==> src/rtl/tlb_pkg.sv <==
package tlb_pkg;

    typedef enum logic [1:0] {
        PICK_MATCH = 2'd0,
        PICK_EMPTY = 2'd1,
        PICK_LRU   = 2'd2
    } pick_e;

    function automatic int unsigned rotate_next(input int unsigned cur, input int unsigned ways);
        return (cur + 1 >= ways) ? 0 : cur + 1;
    endfunction

endpackage

==> src/rtl/tlb_store.sv <==
module tlb_store #(
    parameter int SETS  = 4,
    parameter int WAYS  = 2,
    parameter int TAG_W = 18,
    parameter int PTE_W = 24
) (
    input  logic                              clk,
    input  logic                              rst,
    input  logic                              flush,
    input  logic                              wr_en,
    input  logic [$clog2(SETS)-1:0]           wr_set,
    input  logic [$clog2(WAYS)-1:0]           wr_way,
    input  logic [TAG_W-1:0]                  wr_tag,
    input  logic [PTE_W-1:0]                  wr_pte,
    input  logic [$clog2(SETS)-1:0]           a_set,
    output logic [WAYS-1:0]                   a_valid,
    output logic [WAYS-1:0][TAG_W-1:0]        a_tag,
    output logic [WAYS-1:0][PTE_W-1:0]        a_pte,
    input  logic [$clog2(SETS)-1:0]           b_set,
    output logic [WAYS-1:0]                   b_valid,
    output logic [WAYS-1:0][TAG_W-1:0]        b_tag
);
    logic [SETS-1:0][WAYS-1:0]             vld_q;
    logic [SETS-1:0][WAYS-1:0][TAG_W-1:0]  tag_q;
    logic [SETS-1:0][WAYS-1:0][PTE_W-1:0]  pte_q;

    always_ff @(posedge clk) begin
        if (rst || flush) begin
            vld_q <= '0;
        end else if (wr_en) begin
            vld_q[wr_set][wr_way] <= 1'b1;
        end
    end

    always_ff @(posedge clk) begin
        if (wr_en && !flush) begin
            tag_q[wr_set][wr_way] <= wr_tag;
            pte_q[wr_set][wr_way] <= wr_pte;
        end
    end

    assign a_valid = vld_q[a_set];
    assign a_tag   = tag_q[a_set];
    assign a_pte   = pte_q[a_set];
    assign b_valid = vld_q[b_set];
    assign b_tag   = tag_q[b_set];

    // a written way is valid on the following cycle
    assert_fill_marks_valid_R5: assert property (@(posedge clk) disable iff (rst)
        (wr_en && !flush) |=> vld_q[$past(wr_set)][$past(wr_way)]);

    // nothing survives a flush
    assert_flush_empties_R9: assert property (@(posedge clk) disable iff (rst)
        flush |=> (vld_q == '0));

endmodule

==> src/rtl/tlb_match.sv <==
module tlb_match #(
    parameter int WAYS  = 2,
    parameter int TAG_W = 18
) (
    input  logic                        clk,
    input  logic                        rst,
    input  logic [WAYS-1:0]             row_valid,
    input  logic [WAYS-1:0][TAG_W-1:0]  row_tag,
    input  logic [TAG_W-1:0]            key_tag,
    output logic                        any_hit,
    output logic [$clog2(WAYS)-1:0]     hit_way
);
    localparam int WAY_IW = $clog2(WAYS);

    logic [WAYS-1:0] match;

    for (genvar w = 0; w < WAYS; w++) begin : g_cmp
        assign match[w] = row_valid[w] && (row_tag[w] == key_tag);
    end

    always_comb begin
        hit_way = '0;
        for (int w = WAYS - 1; w >= 0; w--) begin
            if (match[w]) hit_way = WAY_IW'(w);
        end
    end

    assign any_hit = |match;

    // a page never sits in two ways of one set
    assert_single_match_R8: assert property (@(posedge clk) disable iff (rst)
        $onehot0(match));

endmodule

==> src/rtl/tlb_repl.sv <==
module tlb_repl
    import tlb_pkg::*;
#(
    parameter int SETS = 4,
    parameter int WAYS = 2
) (
    input  logic                        clk,
    input  logic                        rst,
    input  logic                        hit_en,
    input  logic [$clog2(SETS)-1:0]     hit_set,
    input  logic [$clog2(WAYS)-1:0]     hit_way,
    input  logic                        fill_en,
    input  logic [$clog2(SETS)-1:0]     fill_set,
    input  logic [WAYS-1:0]             row_valid,
    input  logic                        row_match,
    input  logic [$clog2(WAYS)-1:0]     row_match_way,
    output logic [$clog2(WAYS)-1:0]     fill_way
);
    localparam int WAY_IW = $clog2(WAYS);

    logic [SETS-1:0][WAY_IW-1:0] mru_q;
    logic [WAY_IW-1:0]           empty_way;
    logic                        has_empty;
    logic [WAY_IW-1:0]           lru_way;
    pick_e                       pick;

    always_comb begin
        empty_way = '0;
        has_empty = 1'b0;
        for (int w = 0; w < WAYS; w++) begin
            if (!has_empty && !row_valid[w]) begin
                empty_way = WAY_IW'(w);
                has_empty = 1'b1;
            end
        end
    end

    assign lru_way = WAY_IW'(rotate_next(int'(mru_q[fill_set]), WAYS));

    always_comb begin
        if (row_match)      pick = PICK_MATCH;
        else if (has_empty) pick = PICK_EMPTY;
        else                pick = PICK_LRU;
        case (pick)
            PICK_MATCH: fill_way = row_match_way;
            PICK_EMPTY: fill_way = empty_way;
            default:    fill_way = lru_way;
        endcase
    end

    always_ff @(posedge clk) begin
        if (rst) begin
            mru_q <= '0;
        end else begin
            if (hit_en)  mru_q[hit_set]  <= hit_way;
            if (fill_en) mru_q[fill_set] <= fill_way;
        end
    end

    // a new page never lands on a valid way while an invalid one exists
    assert_empty_way_first_R6: assert property (@(posedge clk) disable iff (rst)
        (fill_en && !row_match && !(&row_valid)) |-> !row_valid[fill_way]);

    // a page already present is refilled in place
    assert_refill_in_place_R8: assert property (@(posedge clk) disable iff (rst)
        (fill_en && row_match) |-> (fill_way == row_match_way));

endmodule

==> src/rtl/tlb_sa.sv <==
module tlb_sa #(
    parameter int VA_W   = 32,
    parameter int OFF_W  = 12,
    parameter int PPN_W  = 20,
    parameter int FLAG_W = 4,
    parameter int SETS   = 4,
    parameter int WAYS   = 2
) (
    input  logic                        clk,
    input  logic                        rst,
    input  logic                        flush,
    input  logic                        lk_valid,
    input  logic [VA_W-1:0]             lk_vaddr,
    output logic                        lk_hit,
    output logic                        lk_miss,
    output logic [PPN_W+FLAG_W-1:0]     lk_pte,
    output logic [PPN_W+OFF_W-1:0]      lk_paddr,
    input  logic                        fill_valid,
    input  logic [VA_W-OFF_W-1:0]       fill_vpn,
    input  logic [PPN_W+FLAG_W-1:0]     fill_pte
);
    localparam int VPN_W  = VA_W - OFF_W;
    localparam int SET_IW = $clog2(SETS);
    localparam int WAY_IW = $clog2(WAYS);
    localparam int TAG_W  = VPN_W - SET_IW;
    localparam int PTE_W  = PPN_W + FLAG_W;

    logic [VPN_W-1:0]              lk_vpn;
    logic [SET_IW-1:0]             lk_set, fl_set;
    logic [TAG_W-1:0]              lk_tag, fl_tag;
    logic [WAYS-1:0]               a_valid, b_valid;
    logic [WAYS-1:0][TAG_W-1:0]    a_tag, b_tag;
    logic [WAYS-1:0][PTE_W-1:0]    a_pte;
    logic                          a_hit, b_hit;
    logic [WAY_IW-1:0]             a_way, b_way, vic_way;
    logic                          fill_go;
    logic [PTE_W-1:0]              sel_pte;

    assign lk_vpn  = lk_vaddr[VA_W-1:OFF_W];
    assign lk_set  = lk_vpn[SET_IW-1:0];
    assign lk_tag  = lk_vpn[VPN_W-1:SET_IW];
    assign fl_set  = fill_vpn[SET_IW-1:0];
    assign fl_tag  = fill_vpn[VPN_W-1:SET_IW];
    assign fill_go = fill_valid && !flush;

    tlb_store #(.SETS(SETS), .WAYS(WAYS), .TAG_W(TAG_W), .PTE_W(PTE_W)) u_store (
        .clk(clk), .rst(rst), .flush(flush),
        .wr_en(fill_go), .wr_set(fl_set), .wr_way(vic_way), .wr_tag(fl_tag), .wr_pte(fill_pte),
        .a_set(lk_set), .a_valid(a_valid), .a_tag(a_tag), .a_pte(a_pte),
        .b_set(fl_set), .b_valid(b_valid), .b_tag(b_tag)
    );

    tlb_match #(.WAYS(WAYS), .TAG_W(TAG_W)) u_match_lk (
        .clk(clk), .rst(rst), .row_valid(a_valid), .row_tag(a_tag), .key_tag(lk_tag),
        .any_hit(a_hit), .hit_way(a_way)
    );

    tlb_match #(.WAYS(WAYS), .TAG_W(TAG_W)) u_match_fl (
        .clk(clk), .rst(rst), .row_valid(b_valid), .row_tag(b_tag), .key_tag(fl_tag),
        .any_hit(b_hit), .hit_way(b_way)
    );

    tlb_repl #(.SETS(SETS), .WAYS(WAYS)) u_repl (
        .clk(clk), .rst(rst),
        .hit_en(lk_hit), .hit_set(lk_set), .hit_way(a_way),
        .fill_en(fill_go), .fill_set(fl_set), .row_valid(b_valid),
        .row_match(b_hit), .row_match_way(b_way), .fill_way(vic_way)
    );

    assign sel_pte  = a_pte[a_way];
    assign lk_hit   = lk_valid && !flush && a_hit;
    assign lk_miss  = lk_valid && !lk_hit;
    assign lk_pte   = lk_hit ? sel_pte : '0;
    assign lk_paddr = lk_hit ? {sel_pte[PTE_W-1 -: PPN_W], lk_vaddr[OFF_W-1:0]} : '0;

    // hit and miss never together
    assert_hit_miss_exclusive_R4: assert property (@(posedge clk) disable iff (rst)
        !(lk_hit && lk_miss));

    // no result without a request
    assert_idle_silent_R4: assert property (@(posedge clk) disable iff (rst)
        !lk_valid |-> (!lk_hit && !lk_miss));

    // the cycle after a flush cannot hit
    assert_no_hit_after_flush_R9: assert property (@(posedge clk) disable iff (rst)
        flush |=> !lk_hit);

endmodule

==> config.mk <==
export PLATFORM = sky130hd
export DESIGN_NAME = tlb_sa
export DESIGN_NICKNAME = d
export VERILOG_FILES = /design/src/rtl/tlb_pkg.sv /design/src/rtl/tlb_store.sv /design/src/rtl/tlb_match.sv /design/src/rtl/tlb_repl.sv /design/src/rtl/tlb_sa.sv
export SDC_FILE = /design/constraint.sdc
export NUM_CORES = 1
export LEC_CHECK = 0
export BUFFER_PORTS_ARGS = -buffer_cell sky130_fd_sc_hd__buf_4
export CAP_MARGIN = 15
export CORE_UTILIZATION = 40
export CTS_CLUSTER_SIZE = 8
export DETAILED_ROUTE_END_ITERATION = 16
export PLACE_DENSITY_LB_ADDON = 0.15
export SYNTH_ARGS = -nofsm -noshare
export SYNTH_HDL_FRONTEND = slang
export SYNTH_SLANG_ARGS = --single-unit
export TNS_END_PERCENT = 5
==> constraint.sdc <==
create_clock -name clk -period 5.63 [get_ports clk]
set_input_delay 0.8445 -clock clk [delete_from_list [all_inputs] [get_ports clk]]
set_output_delay 0.8445 -clock clk [all_outputs]
set_load 0.01 [all_outputs]
Yosys cells after proc, flatten, opt, wreduce, memory -nomap -nowiden
Cells that the tools add are included.
- flip-flop bits (word level): 348
- bits in latches: 0
- bits in writable memories: 0
- bits in read-only memories: 0
- output and inout bits: 58
- logic and storage cells: 109
- memories kept: 0
- add/sub/neg operators: 1
- $mul: 0
- div/mod/pow operators: 0
- $lt $le $gt $ge: 8
- equality and inequality tests: 5
- shift-type cells: 0
- muxes and demuxes: 50
- bitwise gates (word level): 1
- reduce and logical (&&, ||, !) cells: 20
- operator list (operator ; number):
    $bwmux W192 ; 1
    $bmux W36 S2 ; 2
    $bwmux W144 ; 1
    $mux W36 ; 3
    $bmux W48 S2 ; 1
    $demux W48 S2 ; 1
    $mux W24 ; 4
    $mux W48 ; 2
    $demux W36 S2 ; 1
    $eq A18 B18 Y1 ; 4
    $mux W32 ; 1
    $demux W24 S1 ; 1
    $demux W18 S1 ; 1
    $mux W18 ; 1
    $logic_and A1 B1 Y1 ; 13
    $mux W1 ; 12
    $mux W4 ; 3
    $mux W2 ; 5
    $bmux W2 S2 ; 2
    $bwmux W4 ; 2
    $or A8 B8 Y8 ; 1
    $lt A2 B3 Y1 const B ; 2
    $demux W1 S2 ; 2
    $demux W2 S2 ; 1
    other kinds (13) ; 18

Longest topological paths before layout
- depth in word-level cells: 16
- depth in mapped cells: 13
- depth with buffers taken out: 7

Hierarchy
From an unflattened synthesis, not the netlist that was laid out.
- cells, all modules: 751
- area total of the unflattened synthesis: 15325.9 µm²
- modules (own cells, without submodules) (module ; instances ; cells each ; area each (µm²) ; sequential area each (µm²)):
    tlb_store ; 1 ; 528 ; 13485.4 ; 10249.8
    tlb_match ; 2 ; 50 ; 407.9 ; 0.0
    tlb_sa ; 1 ; 91 ; 704.4 ; 0.0
    tlb_repl ; 1 ; 32 ; 320.3 ; 80.1

Worst setup path before layout
Ideal clock, no wire load.
- path kind: input port to flip-flop
- from: input fill_vpn[0]
- to: register u_store.pte_q[0] (netlist bit), enable pin
- library setup time: 0.415 ns
- data arrival time: 4.095 ns
- data required time: 5.215 ns
- setup slack: 1.120 ns
- cell stages on the path: 7
- path buffers: 1
- cells stage by stage: mux4_2 xor2_1 a311o_1 or4b_1 or4_1 buf_6 a21oi_2
- RTL lines (element ; RTL line ; text):
    from (decl) ; tlb_sa.sv:19 ; input logic [VA_W-OFF_W-1:0] fill_vpn,
    to (signal, indexed assignment) ; tlb_store.sv:38 ; pte_q[wr_set][wr_way] <= wr_pte;
    to (decl) ; tlb_store.sv:25 ; logic [SETS-1:0][WAYS-1:0][PTE_W-1:0] pte_q;

Worst setup path after layout
- from: input lk_vaddr[12]
- to: output lk_pte[6]
- cells in the longest elaborated chain, start to end: 9
- RTL lines (element ; RTL line ; text):
    from (decl) ; tlb_sa.sv:13 ; input logic [VA_W-1:0] lk_vaddr,
    $bmux W36 S2 ; tlb_store.sv:43 ; assign a_tag = tag_q[a_set];
    $mux W36 (not written as such) ; tlb_store.sv:43 ;
    $eq A18 B18 Y1 ; tlb_match.sv:18 ; assign match[w] = row_valid[w] && (row_tag[w] == key_tag);
    $logic_and A1 B1 Y1 ; tlb_match.sv:18 ;
    $mux W1 (2 in a row) ; tlb_match.sv:24 ; if (match[w]) hit_way = WAY_IW'(w);
    $mux W24 (not written as such) (2 in a row) ; tlb_sa.sv:70 ; assign sel_pte = a_pte[a_way];
    $mux W24 * ; tlb_sa.sv:73 ; assign lk_pte = lk_hit ? sel_pte : '0;
    to (decl) ; tlb_sa.sv:16 ; output logic [PPN_W+FLAG_W-1:0] lk_pte,
Mark *: on every way between the ends. The rest lies on a longest branch, timed or not. The select of a mux whose other input is x is not followed.

==> key figures <==
GRT
  • Pin count of the biggest net entering global routing: 53
  • Global route overflow: 0
  • Antenna violations before repair: 0
  • Global-route wire length before repair: ~60 mm
  • GRT Overall Usage: 0.202
  • Vias in the first global route: 8951

Min path
  • Hold Crit Class: flip-flop to flip-flop

Synth
  • Number of nets produced by synthesis: 960
  • Number of synthesized register bits: 348
  • Main flop type after synthesis: sky130_fd_sc_hd__edfxtp_1
  • Top post-synthesis cells by count: sky130_fd_sc_hd__edfxtp_1 (336), sky130_fd_sc_hd__mux4_2 (105), sky130_fd_sc_hd__xnor2_1 (55)
  • Synth area leaders: sky130_fd_sc_hd__edfxtp_1 (64%), sky130_fd_sc_hd__mux4_2 (15%), sky130_fd_sc_hd__xnor2_1 (3.1%)
  • Avg Cell Area, Syn: 17.9 um^2
  • Combined area of all synthesized cells: about 0.016 mm^2
  • Count of different cell masters after synthesis: 63
  • Synthesized instance count: 879
  • Post-synth EDFFs: 336
  • Top-count cell post-synth: sky130_fd_sc_hd__edfxtp_1
  • Sequential element share of the synthesized area: 0.658
  • Dominant cell type by area after synthesis: sky130_fd_sc_hd__edfxtp_1
  • Asr flop ratio synth: 0
  • Total number of yosys warnings: 0
  • Proportion of netlist area held by the largest area contributor: 0.643

Run status
  • Status: completed

Layout
  • Fraction of layout instances using a drive strength above 1: 0.324
  • Diode count: 0
  • Post-layout utilization of the core: 0.481
  • P&R area growth vs syn: 18.3%
  • Final non-filler cell total: ~1.6k
  • Net count of the finished layout: roughly 1.1k

Setup path
  • R2R Path Start: u_store.tag_q[112]$_DFFE_PP_
  • List of cells traversed by the critical path: buf_6, mux4_2, xnor2_1, o21ai_0, or4_2, buf_4, nand2b_1, a21oi_1, buf_4
  • Data arrival time of the critical path: between 4 and 5 ns
  • Total buffers and inverters traversed by the critical path: 3
  • RR Endpoint: u_store.tag_q[4]$_DFFE_PP_
  • Critical Path End Type: output pin
  • Kind of start point of the critical path: input port
  • Req. time, crit path: 4.79 ns
  • Critical path's slowest cell: sky130_fd_sc_hd__or4_2
  • CP startpoint: lk_vaddr[12]
  • Type of the worst setup path: input port to output pin
  • Worst reg-to-reg setup slack: 1.83 ns
  • Total number of cells along the worst setup path: 9
  • Top fanout value on the critical path: 52
  • Worst reg-to-reg path cell count: 7
  • Critical path's most frequent cell: sky130_fd_sc_hd__buf_4
  • Endpoint of the most critical setup path: lk_pte[6]
  • Delay-heaviest family, CP: buffers and inverters
  • Max stage delay on crit path: 0.78 ns

STA
  • Final worst path period need: 5.14 ns
  • Setup total negative slack: 0 ns
  • Number of failing hold endpoints at the final stage: 0
  • Worst Skew: between 0.015 and 0.02 ns
  • Max-slew violation count: 0
  • Final setup violation count: 0
  • Final critical-path share of the clock period: 0.912
  • Worst slew pin tran: 0.977 ns
  • Relative slew slack: 0.348
  • Setup repair after global routing missed its margin: false
  • Fmax: between 150 and 200 MHz

CTS
  • Number of clock buffers inserted by TritonCTS: 49
  • Skew-Pair Late Insertion Delay: approximately 0.56 ns
  • Clock Root Buffer: sky130_fd_sc_hd__clkbuf_16
  • Number of H-tree levels: 2
  • Hold-fix buffer count after cts: 0
  • Total of cells resized after clock tree synthesis: 0
  • Buffers inserted by post-CTS timing repair: 0
  • Buffers from clock root to sink, at most: 3
  • Clock-pin slew of the registers on the worst-case setup and hold paths: 0.05 ns
  • CTS tree: done
  • Num Clock Sinks: 348

Drt
  • Routed via count: 8688
  • Total wirelength of the detailed-routed design: 39.1 mm
  • Number of remaining DRC errors: 0
  • Number of DRC markers in iteration 0: 718
  • Count of antenna-violating nets left after detailed routing: 0
  • Routed WL per cell: 24.9 um
  • First-pass DRT Iterations: 7
  • Avg Vias per Cell: 5.54

Floorplanning
  • Site row count: 72
  • Die Outline Area: 0.0400 mm^2
  • Count of boundary I/O pins: 139
  • Chip Height: 200 um
  • Placeable core area: slightly below 0.04 mm^2
  • Initial Utilization: 0.406
  • Die boundary width: roughly 200 um

Pwr
  • Static leakage: 6.19 nW
  • Overall Power: 5.96 mW
  • Peak VDD IR: 0.255 mV
  • Total power density per cell area: 321 mW/mm^2

Placed design
  • DP Wirelength: 23.8 mm
  • Routability-driven placement congestion ratio: ~0.9
  • Count of input and output buffers: 138
  • Placed insts: 1486

Flow run
  • Number of max-cap violations: 0
==> layer usage <==
layer | global-route usage | wire length (um)
met2 | 0.322 | 18500
met1 | 0.282 | 17000
met4 | 0.0560 | 744
met3 | 0.0423 | 2850
met5 | 0 | 0
==> layout make-up <==
type | count | area (um^2)
Timing Repair Buffer | 158 | 1200
Sequential cell | 348 | 10300
Multi-Input combinational cell | 448 | 4920
Clock inverter | 3 | 68.8
Fill cell | 3309 | 20100
Clock buffer | 79 | 1350
Inverter | 14 | 52.6
Tap cell | 518 | 648
==> cells by family (layout without fill, tap and decap cells) <==
kind of cell | after synthesis | count (layout) | synth area share
muxes | 151 | 151 | 0.180
buffers and inverters | 83 | 254 | 0.0307
DFF | 348 | 348 | 0.658
and+or+nand+nor | 130 | 130 | 0.0478
AOI/OAI and AO/OA | 100 | 100 | 0.0455
xor gates and xnor gates | 67 | 67 | 0.0374
==> placed cells by master (no fill, tap or decap), types with 12 or more instances in the layout <==
cell / synthesis / layout
sky130_fd_sc_hd__edfxtp_1: 336 / 336
sky130_fd_sc_hd__buf_4: 25 / 156
sky130_fd_sc_hd__mux4_2: 105 / 105
sky130_fd_sc_hd__xnor2_1: 55 / 55
sky130_fd_sc_hd__clkbuf_16: 0 / 49
sky130_fd_sc_hd__mux2i_1: 41 / 41
sky130_fd_sc_hd__clkbuf_1: 20 / 29
sky130_fd_sc_hd__nand3_1: 21 / 21
sky130_fd_sc_hd__nand2b_1: 19 / 19
sky130_fd_sc_hd__o21a_1: 18 / 18
sky130_fd_sc_hd__a21oi_1: 17 / 17
sky130_fd_sc_hd__nor2_1: 14 / 14
sky130_fd_sc_hd__nand2_1: 13 / 13
sky130_fd_sc_hd__o21ai_0: 13 / 13
sky130_fd_sc_hd__inv_1: 13 / 13
sky130_fd_sc_hd__and2_1: 13 / 13
sky130_fd_sc_hd__xor2_1: 12 / 12
sky130_fd_sc_hd__dfxtp_1: 12 / 12
==> sequential cells by signal, summed over array words and instances (netlist names) <==
name           cells
u_store.pte_q    192
u_store.tag_q    144
u_store.vld_q      8
u_repl.mru_q       4
==> worst min-delay path by stage <==
| stage | from | end | cells past startpoint | slack [ns] |
|---|---|---|---|---|
| floorplan | u_store.vld_q[0]$_SDFFE_PP0P_ | u_store.vld_q[0]$_SDFFE_PP0P_ | 1 | 0.45 |
| global placement | u_store.vld_q[3]$_SDFFE_PP0P_ | u_store.vld_q[3]$_SDFFE_PP0P_ | 1 | 0.47 |
| detailed placement | u_store.vld_q[2]$_SDFFE_PP0P_ | u_store.vld_q[2]$_SDFFE_PP0P_ | 1 | 0.48 |
| CTS | fill_pte[23] | u_store.pte_q[143]$_DFFE_PP_ | 1 | 0.49 |
| global route | fill_pte[19] | u_store.pte_q[187]$_DFFE_PP_ | 1 | 0.49 |
| finish | u_store.vld_q[2]$_SDFFE_PP0P_ | u_store.vld_q[2]$_SDFFE_PP0P_ | 1 | 0.49 |
==> where the power goes <==
part           total (mW)  leakage [nW]  internal [mW]  switching [mW]
clock                2.69         0.673           1.63            1.06
sequential           2.88          3.13           2.87         0.00792
combinational       0.390          2.39          0.173           0.217
==> per-stage QoR <==
| stage | hold slack (ns) | worst slack (ns) | instance area (um^2) |
|---|---|---|---|
| 6_report | 0.493 | 0.494 | 18600 |
| 5_1_grt | 0.486 | 0.353 | 18600 |
| 4_1_cts | 0.486 | 0.475 | 18600 |
| 3_5_place_dp | 0.478 | 0.498 | 17200 |
| 3_3_place_gp | 0.474 | 0.474 | 17200 |
| 2_1_floorplan | 0.450 | 1.12 | 15700 |
Note: power is estimated with default switching activity, not from simulation.
